<file path="src/rtl/iso_card_tx_pkg.sv">
package iso_card_tx_pkg;

   typedef enum logic [2:0] {
      ST_IDLE,
      ST_SYNC,
      ST_HALF,
      ST_START,
      ST_DATA,
      ST_PAR,
      ST_STOP,
      ST_GUARD
   } tx_state_t;

endpackage

</file>
<file path="src/rtl/iso_card_tx_phase.sv">
module iso_card_tx_phase #(
   parameter int OVS = 16,
   localparam int SW = $clog2(OVS)
) (
   input  logic          clk,
   input  logic          rst_n,
   input  logic          tick,
   output logic          baud_edge,
   output logic [SW-1:0] phase
);

   localparam logic [SW-1:0] PH_LAST = SW'(OVS - 1);

   if (OVS < 4 || (OVS % 2) != 0) begin : g_bad_ovs
      $error("iso_card_tx_phase: OVS must be even and at least 4");
   end

   assign baud_edge = tick && (phase == PH_LAST);

   always_ff @(posedge clk or negedge rst_n) begin
      if (!rst_n) begin
         phase <= '0;
      end else if (tick) begin
         phase <= (phase == PH_LAST) ? '0 : phase + 1'b1;
      end
   end


   phase_wrap_chk: assert property (@(posedge clk) disable iff (!rst_n)
      baud_edge |=> phase == '0);

endmodule

</file>
<file path="src/rtl/iso_card_tx_shreg.sv">
module iso_card_tx_shreg #(
   parameter int DW         = 8,
   parameter bit MSB_FIRST  = 1'b0,
   parameter bit ODD_PARITY = 1'b0
) (
   input  logic          clk,
   input  logic          rst_n,
   input  logic          load,
   input  logic [DW-1:0] data,
   input  logic          shift,
   output logic          bit_o,
   output logic          par_o
);

   logic [DW-1:0] sh_q;
   logic          par_q;

   if (DW < 2) begin : g_bad_dw
      $error("iso_card_tx_shreg: DW must be at least 2");
   end

   always_ff @(posedge clk or negedge rst_n) begin
      if (!rst_n) begin
         par_q <= 1'b0;
      end else if (load) begin
         par_q <= (^data) ^ ODD_PARITY;
      end
   end

   if (MSB_FIRST) begin : g_msb
      assign bit_o = sh_q[DW-1];
      always_ff @(posedge clk or negedge rst_n) begin
         if (!rst_n) begin
            sh_q <= '0;
         end else if (load) begin
            sh_q <= data;
         end else if (shift) begin
            sh_q <= {sh_q[DW-2:0], 1'b0};
         end
      end
   end else begin : g_lsb
      assign bit_o = sh_q[0];
      always_ff @(posedge clk or negedge rst_n) begin
         if (!rst_n) begin
            sh_q <= '0;
         end else if (load) begin
            sh_q <= data;
         end else if (shift) begin
            sh_q <= {1'b0, sh_q[DW-1:1]};
         end
      end
   end

   assign par_o = par_q;


   parity_load_chk: assert property (@(posedge clk) disable iff (!rst_n)
      load |=> par_o == ((^$past(data)) ^ ODD_PARITY));

endmodule

</file>
<file path="src/rtl/iso_card_tx_guard.sv">
module iso_card_tx_guard #(
   parameter int OVS = 16,
   parameter int GW  = 8,
   localparam int SW = $clog2(OVS)
) (
   input  logic          clk,
   input  logic          rst_n,
   input  logic          start,
   input  logic          tick,
   input  logic [GW-1:0] limit,
   output logic          done
);

   localparam logic [SW-1:0] SUB_LAST = SW'(OVS - 1);

   logic          run_q;
   logic [SW-1:0] sub_q;
   logic [GW-1:0] per_q;

   if (GW < 1) begin : g_bad_gw
      $error("iso_card_tx_guard: GW must be at least 1");
   end

   assign done = run_q && tick && (sub_q == SUB_LAST) && (per_q == limit - GW'(1));

   always_ff @(posedge clk or negedge rst_n) begin
      if (!rst_n) begin
         run_q <= 1'b0;
         sub_q <= '0;
         per_q <= '0;
      end else if (start) begin
         run_q <= 1'b1;
         sub_q <= '0;
         per_q <= '0;
      end else if (run_q && tick) begin
         if (sub_q == SUB_LAST) begin
            sub_q <= '0;
            if (done) run_q <= 1'b0;
            else      per_q <= per_q + 1'b1;
         end else begin
            sub_q <= sub_q + 1'b1;
         end
      end
   end


   guard_range_chk: assert property (@(posedge clk) disable iff (!rst_n)
      run_q |-> per_q < limit);

endmodule

</file>
<file path="src/rtl/iso_card_tx.sv">
module iso_card_tx
   import iso_card_tx_pkg::*;
#(
   parameter int OVS        = 16,
   parameter int DW         = 8,
   parameter int GW         = 8,
   parameter bit MSB_FIRST  = 1'b0,
   parameter bit ODD_PARITY = 1'b0
) (
   input  logic          clk,
   input  logic          rst_n,
   input  logic          tx_en,
   input  logic          tick,
   input  logic          wr_valid,
   input  logic [DW-1:0] wr_data,
   output logic          wr_ready,
   input  logic [GW-1:0] guard_len,
   input  logic          line_i,
   output logic          line_o,
   output logic          tc,
   output logic          frame_err
);

   localparam int SW = $clog2(OVS);
   localparam int CW = $clog2(3 * OVS / 2);
   localparam int NW = $clog2(DW);
   localparam logic [CW-1:0] HALF_LAST = CW'(OVS / 2 - 1);
   localparam logic [CW-1:0] BIT_LAST  = CW'(OVS - 1);
   localparam logic [CW-1:0] STOP_LAST = CW'(3 * OVS / 2 - 1);
   localparam logic [NW-1:0] NBIT_LAST = NW'(DW - 1);
   localparam logic [SW-1:0] PH_MID    = SW'(OVS / 2);

   tx_state_t     st_q;
   logic [CW-1:0] cnt_q;
   logic [NW-1:0] nbit_q;
   logic [GW-1:0] guard_q;
   logic          tc_q;
   logic          ferr_q;

   logic          accept;
   logic          baud_edge;
   logic [SW-1:0] phase;
   logic          shift;
   logic          cur_bit;
   logic          par_bit;
   logic          stop_end;
   logic          guard_start;
   logic          guard_done;
   logic          sample_stb;
   logic          drive_low;

   assign wr_ready    = (st_q == ST_IDLE) && tx_en;
   assign accept      = wr_valid && wr_ready;
   assign shift       = (st_q == ST_DATA) && tick && (cnt_q == BIT_LAST);
   assign stop_end    = (st_q == ST_STOP) && tick && (cnt_q == STOP_LAST);
   assign guard_start = stop_end && (guard_q != '0);
   assign sample_stb  = (st_q == ST_STOP) && tick && (cnt_q == HALF_LAST);

   iso_card_tx_phase #(.OVS(OVS)) u_phase (
      .clk       (clk),
      .rst_n     (rst_n),
      .tick      (tick),
      .baud_edge (baud_edge),
      .phase     (phase)
   );

   iso_card_tx_shreg #(
      .DW         (DW),
      .MSB_FIRST  (MSB_FIRST),
      .ODD_PARITY (ODD_PARITY)
   ) u_shreg (
      .clk   (clk),
      .rst_n (rst_n),
      .load  (accept),
      .data  (wr_data),
      .shift (shift),
      .bit_o (cur_bit),
      .par_o (par_bit)
   );

   iso_card_tx_guard #(.OVS(OVS), .GW(GW)) u_guard (
      .clk   (clk),
      .rst_n (rst_n),
      .start (guard_start),
      .tick  (tick),
      .limit (guard_q),
      .done  (guard_done)
   );

   always_ff @(posedge clk or negedge rst_n) begin
      if (!rst_n) begin
         st_q    <= ST_IDLE;
         cnt_q   <= '0;
         nbit_q  <= '0;
         guard_q <= '0;
      end else begin
         unique case (st_q)
            ST_IDLE: begin
               if (accept) begin
                  st_q    <= ST_SYNC;
                  guard_q <= guard_len;
               end
            end
            ST_SYNC: begin
               if (baud_edge) begin
                  st_q  <= ST_HALF;
                  cnt_q <= '0;
               end
            end
            ST_HALF: begin
               if (tick) begin
                  if (cnt_q == HALF_LAST) begin
                     st_q  <= ST_START;
                     cnt_q <= '0;
                  end else begin
                     cnt_q <= cnt_q + 1'b1;
                  end
               end
            end
            ST_START: begin
               if (tick) begin
                  if (cnt_q == BIT_LAST) begin
                     st_q   <= ST_DATA;
                     cnt_q  <= '0;
                     nbit_q <= '0;
                  end else begin
                     cnt_q <= cnt_q + 1'b1;
                  end
               end
            end
            ST_DATA: begin
               if (tick) begin
                  if (cnt_q == BIT_LAST) begin
                     cnt_q <= '0;
                     if (nbit_q == NBIT_LAST) st_q <= ST_PAR;
                     else                      nbit_q <= nbit_q + 1'b1;
                  end else begin
                     cnt_q <= cnt_q + 1'b1;
                  end
               end
            end
            ST_PAR: begin
               if (tick) begin
                  if (cnt_q == BIT_LAST) begin
                     st_q  <= ST_STOP;
                     cnt_q <= '0;
                  end else begin
                     cnt_q <= cnt_q + 1'b1;
                  end
               end
            end
            ST_STOP: begin
               if (tick) begin
                  if (stop_end) begin
                     cnt_q <= '0;
                     st_q  <= (guard_q == '0) ? ST_IDLE : ST_GUARD;
                  end else begin
                     cnt_q <= cnt_q + 1'b1;
                  end
               end
            end
            ST_GUARD: begin
               if (guard_done) st_q <= ST_IDLE;
            end
            default: st_q <= ST_IDLE;
         endcase
      end
   end

   always_ff @(posedge clk or negedge rst_n) begin
      if (!rst_n) begin
         tc_q   <= 1'b1;
         ferr_q <= 1'b0;
      end else begin
         if (accept) begin
            tc_q   <= 1'b0;
            ferr_q <= 1'b0;
         end else begin
            if ((stop_end && guard_q == '0) || (st_q == ST_GUARD && guard_done))
               tc_q <= 1'b1;
            if (sample_stb && !line_i)
               ferr_q <= 1'b1;
         end
      end
   end

   always_comb begin
      unique case (st_q)
         ST_START: drive_low = 1'b1;
         ST_DATA:  drive_low = !cur_bit;
         ST_PAR:   drive_low = !par_bit;
         default:  drive_low = 1'b0;
      endcase
   end

   assign line_o    = !drive_low;
   assign tc        = tc_q;
   assign frame_err = ferr_q;


   tc_clear_chk: assert property (@(posedge clk) disable iff (!rst_n)
      accept |=> !tc && !frame_err);


   start_phase_chk: assert property (@(posedge clk) disable iff (!rst_n)
      (st_q == ST_HALF && tick && cnt_q == HALF_LAST) |=> phase == PH_MID);


   nack_flag_chk: assert property (@(posedge clk) disable iff (!rst_n)
      $rose(frame_err) |-> $past(sample_stb) && !$past(line_i));


   guard_quiet_chk: assert property (@(posedge clk) disable iff (!rst_n)
      (st_q == ST_GUARD) |-> line_o && !tc);


   tc_line_chk: assert property (@(posedge clk) disable iff (!rst_n)
      tc |-> line_o);


   busy_ready_chk: assert property (@(posedge clk) disable iff (!rst_n)
      !tc |-> !wr_ready);

endmodule

</file>
<file path="config.mk">
export PLATFORM = sky130hd
export DESIGN_NAME = iso_card_tx
export DESIGN_NICKNAME = d
export VERILOG_FILES = /design/src/rtl/iso_card_tx_pkg.sv /design/src/rtl/iso_card_tx_phase.sv /design/src/rtl/iso_card_tx_shreg.sv /design/src/rtl/iso_card_tx_guard.sv /design/src/rtl/iso_card_tx.sv
export SDC_FILE = /design/constraint.sdc
export NUM_CORES = 1
export LEC_CHECK = 0
export ABC_CLOCK_PERIOD_IN_PS = 6000
export BUFFER_PORTS_ARGS = -buffer_cell sky130_fd_sc_hd__clkbuf_2
export CAP_MARGIN = 20
export CORE_ASPECT_RATIO = 0.75
export CORE_MARGIN = 3
export CORE_UTILIZATION = 64
export CTS_CLUSTER_DIAMETER = 80
export DETAILED_ROUTE_END_ITERATION = 6
export PLACE_DENSITY = 0.88
export SLEW_MARGIN = 20
export SYNTH_ARGS = -nofsm -noshare
export SYNTH_HDL_FRONTEND = slang
export SYNTH_SLANG_ARGS = --single-unit
</file>
<file path="constraint.sdc">
create_clock -name clk -period 6 [get_ports clk]
set_input_delay 1.2 -clock clk [delete_from_list [all_inputs] [get_ports clk]]
set_output_delay 1.2 -clock clk [all_outputs]
set_load 0.05 [all_outputs]
</file>
[Yosys cells after proc, flatten, opt, wreduce, memory -nomap -nowiden]
Index checks and enable logic that the tools add are counted.
Storage, ports and cells
  bits in registers: 47
  latch bits: 0
  RAM bits: 0
  memory bits (read-only): 0
  word-level logic and storage cells: 137
  memories: 0
Cells by class
  add/sub/neg operators: 6
  $mul: 0
  divide/modulo/power cells: 0
  magnitude comparators: 0
  equal/unequal tests: 31
  shifts and indexed selects: 0
  multiplexer cells: 49
  bitwise gates (word level): 0
  reduce and logical (&&, ||, !) cells: 39
Operators with widths (number)
  2-to-1 mux 3 bit: 20
  2-to-1 mux 8 bit: 6
  2-to-1 mux 5 bit: 7
  != test 2 bit (second input constant): 14
  case mux 3 bit (8 select lines): 1
  case mux 5 bit (4 select lines): 1
  2-to-1 mux 4 bit: 4
  == test 3 bit (second input constant): 5
  logical AND 1 bit: 15
  AND reduction 14 bit: 1
  nonzero test 2 bit: 7
  adder 4 x 1 -> 4 bit (second input constant): 2
  adder 8 x 1 -> 8 bit (second input constant): 1
  == test 4 bit (second input constant): 2
  == test 8 bit: 1
  zero test 8 bit: 1
  2-to-1 mux 1 bit: 8
  nonzero test 8 bit: 1
  XOR reduction 8 bit: 1
  subtractor 8 x 1 -> 8 bit (second input constant): 1
  == test 3 x 2 -> 1 bit (second input constant): 2
  != test 2 x 1 -> 1 bit (second input constant): 3
  case mux 3 bit (2 select lines): 1
  AND reduction 3 bit: 2
  other kinds (15): 18

[Longest topological paths before layout]
Gate-level depths: netlist of the first run.
  word-level depth: 7
  depth in mapped cells: 11
  depth with buffers taken out: 11

[Hierarchy]
From an unflattened synthesis of the first run, not the netlist that was laid out.
Second synthesis, totals
  cell total of the unflattened synthesis: 323
  area total of the unflattened synthesis: 3098.0 um^2
Modules (own cells, without submodules)
  iso_card_tx: instances 1, cells an instance 154, area an instance 1470.2 um^2, sequential area each 526.8 um^2
  iso_card_tx_guard: instances 1, cells an instance 108, area an instance 978.4 um^2, sequential area each 325.3 um^2
  iso_card_tx_shreg: instances 1, cells an instance 45, area an instance 455.4 um^2, sequential area each 225.2 um^2
  iso_card_tx_phase: instances 1, cells an instance 16, area an instance 193.9 um^2, sequential area each 100.1 um^2

[Least setup slack after synthesis of the first run]
OpenSTA, ideal clock, no wires.
  path type: in2out
  start: in tx_en
  end: out wr_ready
  data arrival time: 2.905 ns
  path slack: 1.895 ns
  stages: 1
  buffers on the path: 0
  path through: nor4b_1
Between the ends
  word-level cells in the longest chain between the ends: 1
Ends and longest elaborated chain
  start, declared: line iso_card_tx.sv:12  | input logic tx_en,
  logical AND 1 bit: line iso_card_tx.sv:52  | assign wr_ready = (st_q == ST_IDLE) && tx_en;
  end, declared: line iso_card_tx.sv:16  | output logic wr_ready,
No other way between the ends.

[Worst setup path in the final report of the first run]
Ends and elaborated chain as after synthesis.

==> key figures, run 1 <==
Outcome
  – Outcome: finished, final reports clean

Yosys
  – FFs w/ async S/R, synth: 1.00
  – Post-synth EDFFs: 0
  – Sequential share of the synthesized area: 0.416
  – Main flop type after synthesis: dfrtp_1
  – Synthesized area per cell: 8.99 sq um
  – Post-Syn Instances: 315
  – Mapped Area: 2830 sq um
  – Syn nets: 346
  – Count of cell types in the netlist: 56
  – Ys Warns: 0
  – FF+latch count, synth: 47

Critical path
  – Capturing point of the worst reg2reg path: st_q[0]
  – CP Capture Type: primary output
  – Worst setup path endpoint: wr_ready
  – CP startpoint: tx_en
  – CP required: 4.80 ns
  – Type of origin of the critical path: input port
  – R2r worst-path depth: 6
  – R2R Setup Slk: 3.21 ns
  – Reg2reg start: st_q[2]
  – CP max FO: 3
  – Crit Path Class: input port to primary output
  – Crit path DAT: 2.03 ns

Floorplan
  – Starting Density: 0.682
  – DIE HEIGHT: 63.6 um
  – Die Width: 82.8 um
  – Die Area: 5270 sq um
  – Top Ports: 26
  – Core area: 4150 sq um
  – Num rows: 20

Global route
  – Vias in the first global route: 2203
  – Total global-route track usage: 0.229
  – First-pass GRT wire length: 9.90 mm
  – Initial antenna violation count: 0
  – Largest net degree at the start of global routing: 48
  – Remaining Overflow, GRT: 0

Placed design
  – PortBufs: 25
  – GP Congestion: 0.886
  – Post-DP HPWL: 4.17 mm

STA
  – Max_slew headroom: 0.301
  – Post-route clock period utilization: 0.538
  – RSZ-0062 raised after global routing: false
  – Max Clk Rate: 310 MHz
  – Final max-slew violation count: 0
  – Setup_tns: 0 ns
  – Final min period: 3.23 ns
  – Final Setup Violations: 0
  – Least-Margin Pin Slew: 1.03 ns
  – Final-report hold violation count: 0
  – Setup skew after layout: 0.00642 ns

Routing
  – DRC: 0
  – Routed len/inst: 14.7 um
  – DRT Pass-1 Iters: 4
  – DRT iter0 DRCs: 174
  – Final WL: 5.69 mm
  – Antenna-violating nets left: 0
  – Routed vias: 2350
  – Vias per cell: 6.06

Clock network
  – Longest Clk Path Bufs: 2
  – Hold buffer count at CTS: 0
  – Clock slew at reported path FFs: 0.08 ns
  – Worst-skew pair later-pin latency: 0.29 ns
  – CTS tree: done
  – CTS buffer count: 5
  – Gates resized, CTS repair: 0
  – Root buffer cell: clkbuf_8
  – TritonCTS Sinks: 47
  – Post-CTS Setup Inserts: 0
  – H-Tree Depth: 2

Power and ir drop
  – Leak: 1.36 nW
  – VDD IR max: 0.222 mV
  – PD cells: 382 nW/um^2

Hold path
  – Hold Path Depth: 2
  – Hold crit path type: register to register

Final layout
  – Most frequent cells in the layout: 52 x nand2_1, 46 x dfrtp_1, 26 x nor2_1
  – Layout cells sized above 1: 0.135
  – Utilization after layout: 0.735
  – Nets@finish: 363
  – Most common cell after layout, fill and taps aside: nand2_1
  – # diodes: 0
  – Syn-to-layout area delta: 7.87%

Job
  – Max Cap Viol: 0
-- per-layer routing --
layer  GRT usage  wire (um)
met1       0.331       2730
met2       0.347       2560
met3      0.0523        367
met4      0.0592         33
met5           0          0
-- Yosys cell counts, drive strengths merged (2+ instances only) --
| cell | instances | share of area |
|---|---|---|
| nand2 | 52 | 0.069 |
| dfrtp | 46 | 0.41 |
| nor2 | 26 | 0.034 |
| o21ai | 24 | 0.042 |
| a21oi | 17 | 0.031 |
| xnor2 | 15 | 0.046 |
| inv | 14 | 0.019 |
| nand3 | 12 | 0.021 |
| mux2i | 11 | 0.039 |
| clkbuf | 10 | 0.017 |
| ha | 9 | 0.040 |
| nand4 | 7 | 0.015 |
| buf | 6 | 0.017 |
| o31ai | 6 | 0.016 |
| xor2 | 6 | 0.019 |
| nor3 | 4 | 0.0071 |
| nor4 | 4 | 0.014 |
| o311ai | 4 | 0.015 |
| a2111oi | 3 | 0.011 |
| a211oi | 3 | 0.0097 |
| a22o | 3 | 0.0093 |
| a311oi | 2 | 0.0084 |
| and2 | 2 | 0.0044 |
| mux2 | 2 | 0.0080 |
| nand2b | 2 | 0.0044 |
| nand3b | 2 | 0.0053 |
| nor2b | 2 | 0.0044 |
| or3 | 2 | 0.0044 |
-- stage by stage --
| step | hold WS [ns] | total power [mW] | area (sq um) | worst slack (ns) | std cells |
|---|---|---|---|---|---|
| after global routing | 0.516 | 1.26 | 3050 | 2.63 | 388 |
| final | 0.498 | 1.17 | 3050 | 2.77 | 388 |
| after global placement | 0.459 | 0.899 | 2940 | 2.76 | 380 |
| after CTS | 0.495 | 1.17 | 3050 | 2.76 | 388 |
| after floorplan | 0.446 | 0.843 | 2830 | 1.89 | 315 |
| after detailed placement | 0.475 | 0.930 | 2940 | 2.72 | 380 |
-- state kept, by name (all words and copies together), names as in the netlist --
register,flops
u_shreg.par_o,1
u_phase.phase,4
st_q,3
tc,1
nbit_q,3
guard_q,8
u_guard.sub_q,4
cnt_q,5
frame_err,1
u_shreg.sh_q,8
u_guard.run_q,1
u_guard.per_q,8
-- worst min path at each step --
stage / startpoint / end / slack (ns)
finish: u_guard.run_q / u_guard.run_q / 0.50
global route: u_guard.run_q / u_guard.run_q / 0.52
CTS: u_shreg.par_o / u_shreg.par_o / 0.49
detailed placement: u_shreg.par_o / u_shreg.par_o / 0.47
global placement: u_guard.run_q / u_guard.run_q / 0.46
floorplan: u_guard.run_q / u_guard.run_q / 0.45
-- worst max-delay path, stage by stage --
cell      delay [ns]
clkbuf_2        0.07
nor4b_1         0.39
clkbuf_2        0.36
-- final cells by class --
| type | instances | area, sq um |
|---|---|---|
| Clock buffer | 6 | 82.6 |
| Timing Repair Buffer | 26 | 133 |
| Fill cell | 319 | 1100 |
| Clock inverter | 2 | 35.0 |
| Sequential cell | 47 | 1180 |
| Multi-Input combinational cell | 238 | 1510 |
| Tap cell | 55 | 68.8 |
| Inverter | 14 | 52.6 |
-- cell families after synthesis --
logic type,share of synthesized area
AND/OR/NAND/NOR,0.195
AO/OA/AOI/OAI,0.185
flip-flops,0.416
buffers and inverters,0.0526
XOR/XNOR,0.0650
multiplexers,0.0468
adder cells (fa/ha/maj),0.0398
-- power by group --
group / switching, mW / internal [mW] / leakage (nW)
clock network: 0.102 / 0.135 / 0.0612
logic: 0.238 / 0.172 / 0.717
registers: 0.121 / 0.400 / 0.582
total: 0.460 / 0.708 / 1.36
No activity file was read; power rests on OpenSTA's default activity.
==> inputs of run 2 (changes only) <==
--- a/config.mk
+++ b/config.mk
@@ -5,15 +5,15 @@
 export SDC_FILE = /design/constraint.sdc
 export NUM_CORES = 1
 export LEC_CHECK = 0
-export ABC_CLOCK_PERIOD_IN_PS = 6000
+export ABC_CLOCK_PERIOD_IN_PS = 2700
 export BUFFER_PORTS_ARGS = -buffer_cell sky130_fd_sc_hd__clkbuf_2
 export CAP_MARGIN = 20
 export CORE_ASPECT_RATIO = 0.75
 export CORE_MARGIN = 3
-export CORE_UTILIZATION = 64
+export CORE_UTILIZATION = 54
 export CTS_CLUSTER_DIAMETER = 80
 export DETAILED_ROUTE_END_ITERATION = 6
-export PLACE_DENSITY = 0.88
+export PLACE_DENSITY = 0.79
 export SLEW_MARGIN = 20
 export SYNTH_ARGS = -nofsm -noshare
 export SYNTH_HDL_FRONTEND = slang
==> constraint.sdc (replaced) <==
create_clock -name clk -period 2.7 [get_ports clk]
set_input_delay 0.54 -clock clk [delete_from_list [all_inputs] [get_ports clk]]
set_output_delay 0.54 -clock clk [all_outputs]
set_load 0.05 [all_outputs]
==> key figures, run 2 (synthesis gave the netlist of run 1 again) <==
Critical path
  – CP max FO: 9 (+6)
  – Buffers & Inverters on Critical Path: 1 (-1)
  – CP Capture Type: register
  – Type of origin of the critical path: register
  – Crit path DAT: 2.62 ns (+0.59 ns)
  – Slowest CP cell: dfrtp_1
  – Cell family with most CP delay: compound AO/OA/AOI/OAI gates
  – Crit-path max cell delay: 0.44 ns (+0.05 ns)
  – Crit Path Class: register to register
  – CP Cell Sequence: inv_1, ha_2, o21ba_2, a22oi_1, o2111ai_1, a211oi_2, nand3b_1, nand4_1, o311ai_0
  – CP required: 2.86 ns (-1.94 ns)

Floorplan
  – Num rows: 22 (+10%)
  – Top Ports: 26 (unchanged)
  – Core area: 4980 sq um (+20%)
  – Die Area: 6160 sq um (+17%)
  – DIE HEIGHT: 68.7 um (+8.0%)
  – Die Width: 89.6 um (+8.2%)
  – Starting Density: 0.568 (-0.113)

Placed design
  – Number of placed cells counting well taps: 401 (+5.5%)
  – Post-DP HPWL: 4.11 mm (-1.4%)
  – PortBufs: 25 (unchanged)
  – Placed Instance Area: 2990 sq um (+2.0%)
  – GP Congestion: 0.814 (-8.1%)

Global route
  – Total global-route track usage: 0.192 (-0.0363)
  – Initial antenna violation count: 0 (unchanged)
  – Remaining Overflow, GRT: 0 (unchanged)
  – Largest net degree at the start of global routing: 30 (-38%)
  – Vias in the first global route: 2008 (-8.9%)
  – First-pass GRT wire length: 9.28 mm (-6.3%)

Clock network
  – CTS buffer count: 5 (unchanged)
  – Clock slew at reported path FFs: 0.09 ns (about the same)
  – Root buffer cell: clkbuf_8
  – CTS tree: done
  – Longest Clk Path Bufs: 2 (unchanged)
  – Worst-skew pair later-pin latency: 0.30 ns (about the same)
  – H-Tree Depth: 2 (unchanged)
  – TritonCTS Sinks: 47 (unchanged)

Final layout
  – Biggest regs: guard_q (8), u_guard.per_q (8), u_shreg.sh_q (8)
  – Syn-to-layout area delta: 9.37%
  – Fillcell total: 444 (+39%)
  – Reg area: 1180 sq um (+0.11%)
  – Most common cell after layout, fill and taps aside: nand2_1
  – Fin cells: 409 (+5.4%)
  – Nets@finish: 367 (+1.1%)
  – Area of the multi-input gates: 1510 sq um (+0.58%)
  – Layout cells sized above 1: 0.154 (+0.0192)
  – # diodes: 0 (unchanged)
  – Most frequent cells in the layout: 52 x nand2_1, 45 x dfrtp_1, 26 x nor2_1
  – Post-route cell area: 3100 sq um (+1.4%)

Routing
  – Antenna-violating nets left: 0 (unchanged)
  – DRT Pass-1 Iters: 4 (unchanged)
  – Routed vias: 2324 (-1.1%)
  – Final WL: 5.49 mm (-3.6%)
  – Vias per cell: 5.68 (-6.2%)
  – Routed len/inst: 13.4 um (-8.5%)
  – DRT iter0 DRCs: 197 (+13%)
  – DRC: 0 (unchanged)

STA
  – RSZ-0062 raised after global routing: false
  – Max_slew headroom: 0.604 (+0.303)
  – Least-Margin Pin Slew: 0.594 ns (-0.441 ns)
  – Final max-slew violation count: 0 (unchanged)
  – Final-report hold violation count: 0 (unchanged)
  – Setup_tns: 0 ns (unchanged)
  – Setup skew after layout: 0.0139 ns (+0.00747 ns)
  – Post-route clock period utilization: 0.913
  – Max Clk Rate: 406 MHz
  – Final min period: 2.47 ns
  – Final Setup Violations: 0 (unchanged)

Hold path
  – Hold crit path type: input port to asynchronous set/reset pin

Power and ir drop
  – PD cells: 812 nW/um^2 (+110%)
  – VDD IR max: 0.413 mV (+86%)
  – Leak: 1.36 nW (+0.28%)

Job
  – Max Cap Viol: 0 (unchanged)

Outcome
  – Outcome: finished, final reports clean
==> run 2: metrics by stage <==
step | hold slack [ns] | utilization | worst slack, ns | power, mW
final | 0.227 | 0.622 | 0.234 | 2.52
after CTS | 0.244 | 0.621 | 0.173 | 2.51
after detailed placement | 0.480 | 0.601 | 0.195 | 2.06
after global placement | 0.467 | 0.601 | 0.330 | 2.03
after floorplan | 0.244 | - | 0.179 | 1.88
after global routing | 0.265 | 0.622 | 0.0210 | 2.73
==> run 2: cell type report <==
cell class	instances	share of cell area
multi-input cells	238	0.489
flip-flops and latches	47	0.381
repair buffers	30	0.0525
well taps	72	0.0291
clock buffers	6	0.0267
inverters	14	0.0170
clock inverters	2	0.00525
==> run 2: what timing repair did <==
item / in CTS / in global routing
endpoints found under the setup margin: 0 / 2
gates resized for setup: 0 / 2
setup buffers: 0 / 0
hold buffers: 0 / 0
==> run 2: worst paths after layout <==
| path | start | end | slack, ns | cells after the start |
|---|---|---|---|---|
| min | rst_n | cnt_q[3] | 0.23 | 1 |
| max in group asynchronous | rst_n | tc | 1.69 | 2 |
| min reg2reg | u_phase.phase[3] | u_phase.phase[3] | 0.50 | 1 |
| min in group clk | guard_len[2] | guard_q[2] | 0.43 | 3 |
| max | guard_q[1] | st_q[1] | 0.23 | 9 |
| max reg2reg | guard_q[1] | st_q[1] | 0.23 | 9 |
==> run 2: metal layers <==
metal / up-vias / share of wire / GRT usage
li1: 1161 / - / -
met1: 1097 / 0.52 / 0.299
met2: 64 / 0.42 / 0.276
met3: 2 / 0.063 / 0.0416
met4: 0 / 0.0013 / 0.0335
met5: - / 0 / 0
==> run 2: worst register-to-register path, stage by stage (launching register included) <==
cell,delay [ns]
dfrtp_1,0.44
inv_1,0.09
ha_2,0.24
o21ba_2,0.23
a22oi_1,0.20
o2111ai_1,0.16
a211oi_2,0.42
nand3b_1,0.23
nand4_1,0.18
o311ai_0,0.14
==> run 2: where the power goes <==
group          internal (mW)  leakage (nW)  switching, mW
sequential             0.891         0.581          0.236
clock                  0.209        0.0474          0.238
combinational          0.401         0.736          0.539
==> inputs of run 3 (changes only) <==
--- a/config.mk
+++ b/config.mk
@@ -17,4 +17,5 @@
 export SLEW_MARGIN = 20
 export SYNTH_ARGS = -nofsm -noshare
 export SYNTH_HDL_FRONTEND = slang
+export SYNTH_HIERARCHICAL = 1
 export SYNTH_SLANG_ARGS = --single-unit
==> key figures, run 3 <==
Outcome
  – Outcome: finished, final reports clean

Critical path
  – Crit-path max cell delay: 0.40 ns (-0.04 ns)
  – CP required: 2.90 ns (+0.04 ns)
  – CP max FO: 8 (-1)
  – Cell family with most CP delay: simple AND/OR/NAND/NOR gates
  – Type of origin of the critical path: register
  – CP Capture Type: register
  – Crit Path Class: register to register
  – Crit path DAT: 2.74 ns (+0.12 ns)
  – Buffers & Inverters on Critical Path: 2 (+1)
  – Slowest CP cell: or3b_1
  – CP Cell Sequence: inv_1, ha_2, or3b_1, o31a_1, o211ai_2, a211oi_4, buf_4, nor4_1, mux2_1

Routing
  – Final WL: 6.52 mm (+19%)
  – DRC: 0 (unchanged)
  – DRT iter0 DRCs: 198 (+0.51%)
  – Routed vias: 2488 (+7.1%)
  – Vias per cell: 5.84 (+2.8%)
  – Antenna-violating nets left: 0 (unchanged)
  – DRT Pass-1 Iters: 4 (unchanged)
  – Routed len/inst: 15.3 um (+14%)

Placed design
  – Post-DP HPWL: 4.82 mm (+17%)
  – Number of placed cells counting well taps: 418 (+4.2%)
  – Pre-CTS setup slack: 0.108 ns (-0.0865 ns)
  – GP Congestion: 0.891 (+9.4%)
  – Placed Instance Area: 3310 sq um (+11%)
  – PortBufs: 25 (unchanged)

Yosys
  – Post-synth EDFFs: 0 (unchanged)
  – Area share of and/or/nand/nor cells after synthesis: 0.235 (+0.0406)
  – FFs w/ async S/R, synth: 1.00 (unchanged)
  – Synthesized area per cell: 9.59 sq um (+6.7%)
  – Syn nets: 353 (+2.0%)
  – Synth Area in Compound Gates: 0.147 (-0.0385)
  – Yosys top cell area share: 0.372 (-0.0350)
  – Ys Warns: 6 (+6)
  – Count of cell types in the netlist: 68 (+21%)
  – Main flop type after synthesis: dfrtp_1
  – Post-Synth Adder-Cell Area: 0.0323 (-0.00746)
  – Mux cell area share after synthesis: 0.105 (+0.0586)
  – Most common cell in the netlist: dfrtp_1
  – Synth area leader: dfrtp_1
  – Largest family of logic cells by synthesized area: simple AND/OR/NAND/NOR gates
  – Synth cell count leaders: 46 x dfrtp_1, 31 x nand2_1, 20 x nor2_1, 16 x o21ai_0, 16 x xnor2_1
  – Top area cells in the synthesized netlist: dfrtp_1 37%, xnor2_1 4.5%, mux2i_1 3.9%
  – Post-Syn Instances: 323 (+2.5%)
  – Xor/xnor share of the synthesized area: 0.0565 (-0.00842)
  – Mapped Area: 3100 sq um (+9.4%)
  – Sequential share of the synthesized area: 0.380 (-0.0358)
  – FF+latch count, synth: 47 (unchanged)

Global route
  – Total global-route track usage: 0.210 (+0.0181)
  – Largest net degree at the start of global routing: 39 (+30%)
  – Remaining Overflow, GRT: 0 (unchanged)
  – Initial antenna violation count: 0 (unchanged)
  – First-pass GRT wire length: 11.3 mm (+22%)
  – Vias in the first global route: 2435 (+21%)

Floorplan
  – Die Area: 6690 sq um (+8.7%)
  – Die Width: 93.5 um (+4.3%)
  – Starting Density: 0.570 (+0.00128)
  – Core area: 5440 sq um (+9.2%)
  – Num rows: 23 (+4.5%)
  – DIE HEIGHT: 71.6 um (+4.2%)
  – Top Ports: 26 (unchanged)

Power and ir drop
  – Power, Total: 3.25 mW (+29%)
  – PD cells: 945 nW/um^2 (+16%)
  – VDD IR max: 0.506 mV (+23%)
  – Leak: 1.44 nW (+5.9%)

Clock network
  – Worst-skew pair later-pin latency: 0.31 ns (about the same)
  – Hold buffer count at CTS: 0 (unchanged)
  – H-Tree Depth: 2 (unchanged)
  – Clock slew at reported path FFs: 0.09 ns (about the same)
  – CTS tree: done
  – CTS buffer count: 5 (unchanged)
  – Longest Clk Path Bufs: 2 (unchanged)
  – Gates resized, CTS repair: 0 (unchanged)
  – TritonCTS Sinks: 47 (unchanged)
  – Root buffer cell: clkbuf_8
  – Post-CTS Setup Inserts: 0 (unchanged)

Final layout
  – Biggest regs: guard_q (8), u_guard/per_q (8), u_shreg/sh_q (8)
  – Most common cell after layout, fill and taps aside: dfrtp_1
  – Nets@finish: 380 (+3.5%)
  – Syn-to-layout area delta: 11.1%
  – Most frequent cells in the layout: 46 x dfrtp_1, 31 x nand2_1, 25 x clkbuf_2
  – Post-route cell area: 3440 sq um (+11%)
  – # diodes: 0 (unchanged)
  – Utilization after layout: 0.633 (+0.0111)
  – Layout cells sized above 1: 0.217 (+0.0622)
  – Fin cells: 426 (+4.2%)

STA
  – Post-route clock period utilization: 0.943 (+0.0298)
  – RSZ-0062 raised after global routing: false
  – Final max-slew violation count: 0 (unchanged)
  – Least-Margin Pin Slew: 0.668 ns (+0.0744 ns)
  – Hold slack final: 0.0808 ns (-0.146 ns)
  – Final min period: 2.55 ns (+0.0806 ns)
  – Max Clk Rate: 393 MHz (-3.2%)
  – Setup skew after layout: 0.00500 ns (-0.00889 ns)
  – Final-report hold violation count: 0 (unchanged)
  – Final Setup Violations: 0 (unchanged)
  – Setup_tns: 0 ns (unchanged)
  – Max_slew headroom: 0.555 (-0.0496)
  – Final Worst Setup Slack: 0.153 ns (-0.0806 ns)

Job
  – Max Cap Viol: 0 (unchanged)

Hold path
  – Hold crit path type: input port to asynchronous set/reset pin
## run 3: routing by layer
metal / track usage / routed length [um] / vias up
li1: - / - / 1234
met1: 0.289 / 3090 / 1183
met2: 0.341 / 3040 / 60
met3: 0.0357 / 310 / 11
met4: 0.0699 / 78 / 0
met5: 0 / 0 / -
## run 3: path summary, 6_finish.rpt
path / start / to / slack, ns / depth (start not counted)
worst min register to register: frame_err / frame_err / 0.52 / 2
worst max-delay path: guard_q[0] / u_guard/per_q[5] / 0.15 / 9
max in group asynchronous: rst_n / tc / 1.84 / 2
worst max register to register: guard_q[0] / u_guard/per_q[5] / 0.15 / 9
worst min-delay path: rst_n / u_phase/phase[0] / 0.08 / 1
min in group clk: guard_len[1] / guard_q[1] / 0.45 / 2
## run 3: cell type report
class | count | area [sq um]
fill | 439 | 2000
multi-input combinational | 250 | 1810
sequential | 47 | 1180
timing repair buffer | 37 | 215
tap | 75 | 93.8
clock buffer | 5 | 68.8
clock inverter | 3 | 43.8
inverter | 9 | 33.8
## run 3: where the power goes
part | switching [mW] | internal [mW]
Combinational | 0.741 | 0.682
Clock | 0.259 | 0.276
Sequential | 0.338 | 0.955
## run 3: cells by family (layout without fill, tap and decap cells)
| logic type | after synthesis | in the layout |
|---|---|---|
| AOI/OAI and AO/OA | 64 | 64 |
| buffers and inverters | 26 | 54 |
| adders and majority gates | 8 | 8 |
| xor gates and xnor gates | 20 | 20 |
| DFF | 47 | 47 |
| muxes | 28 | 28 |
| and+or+nand+nor | 130 | 130 |
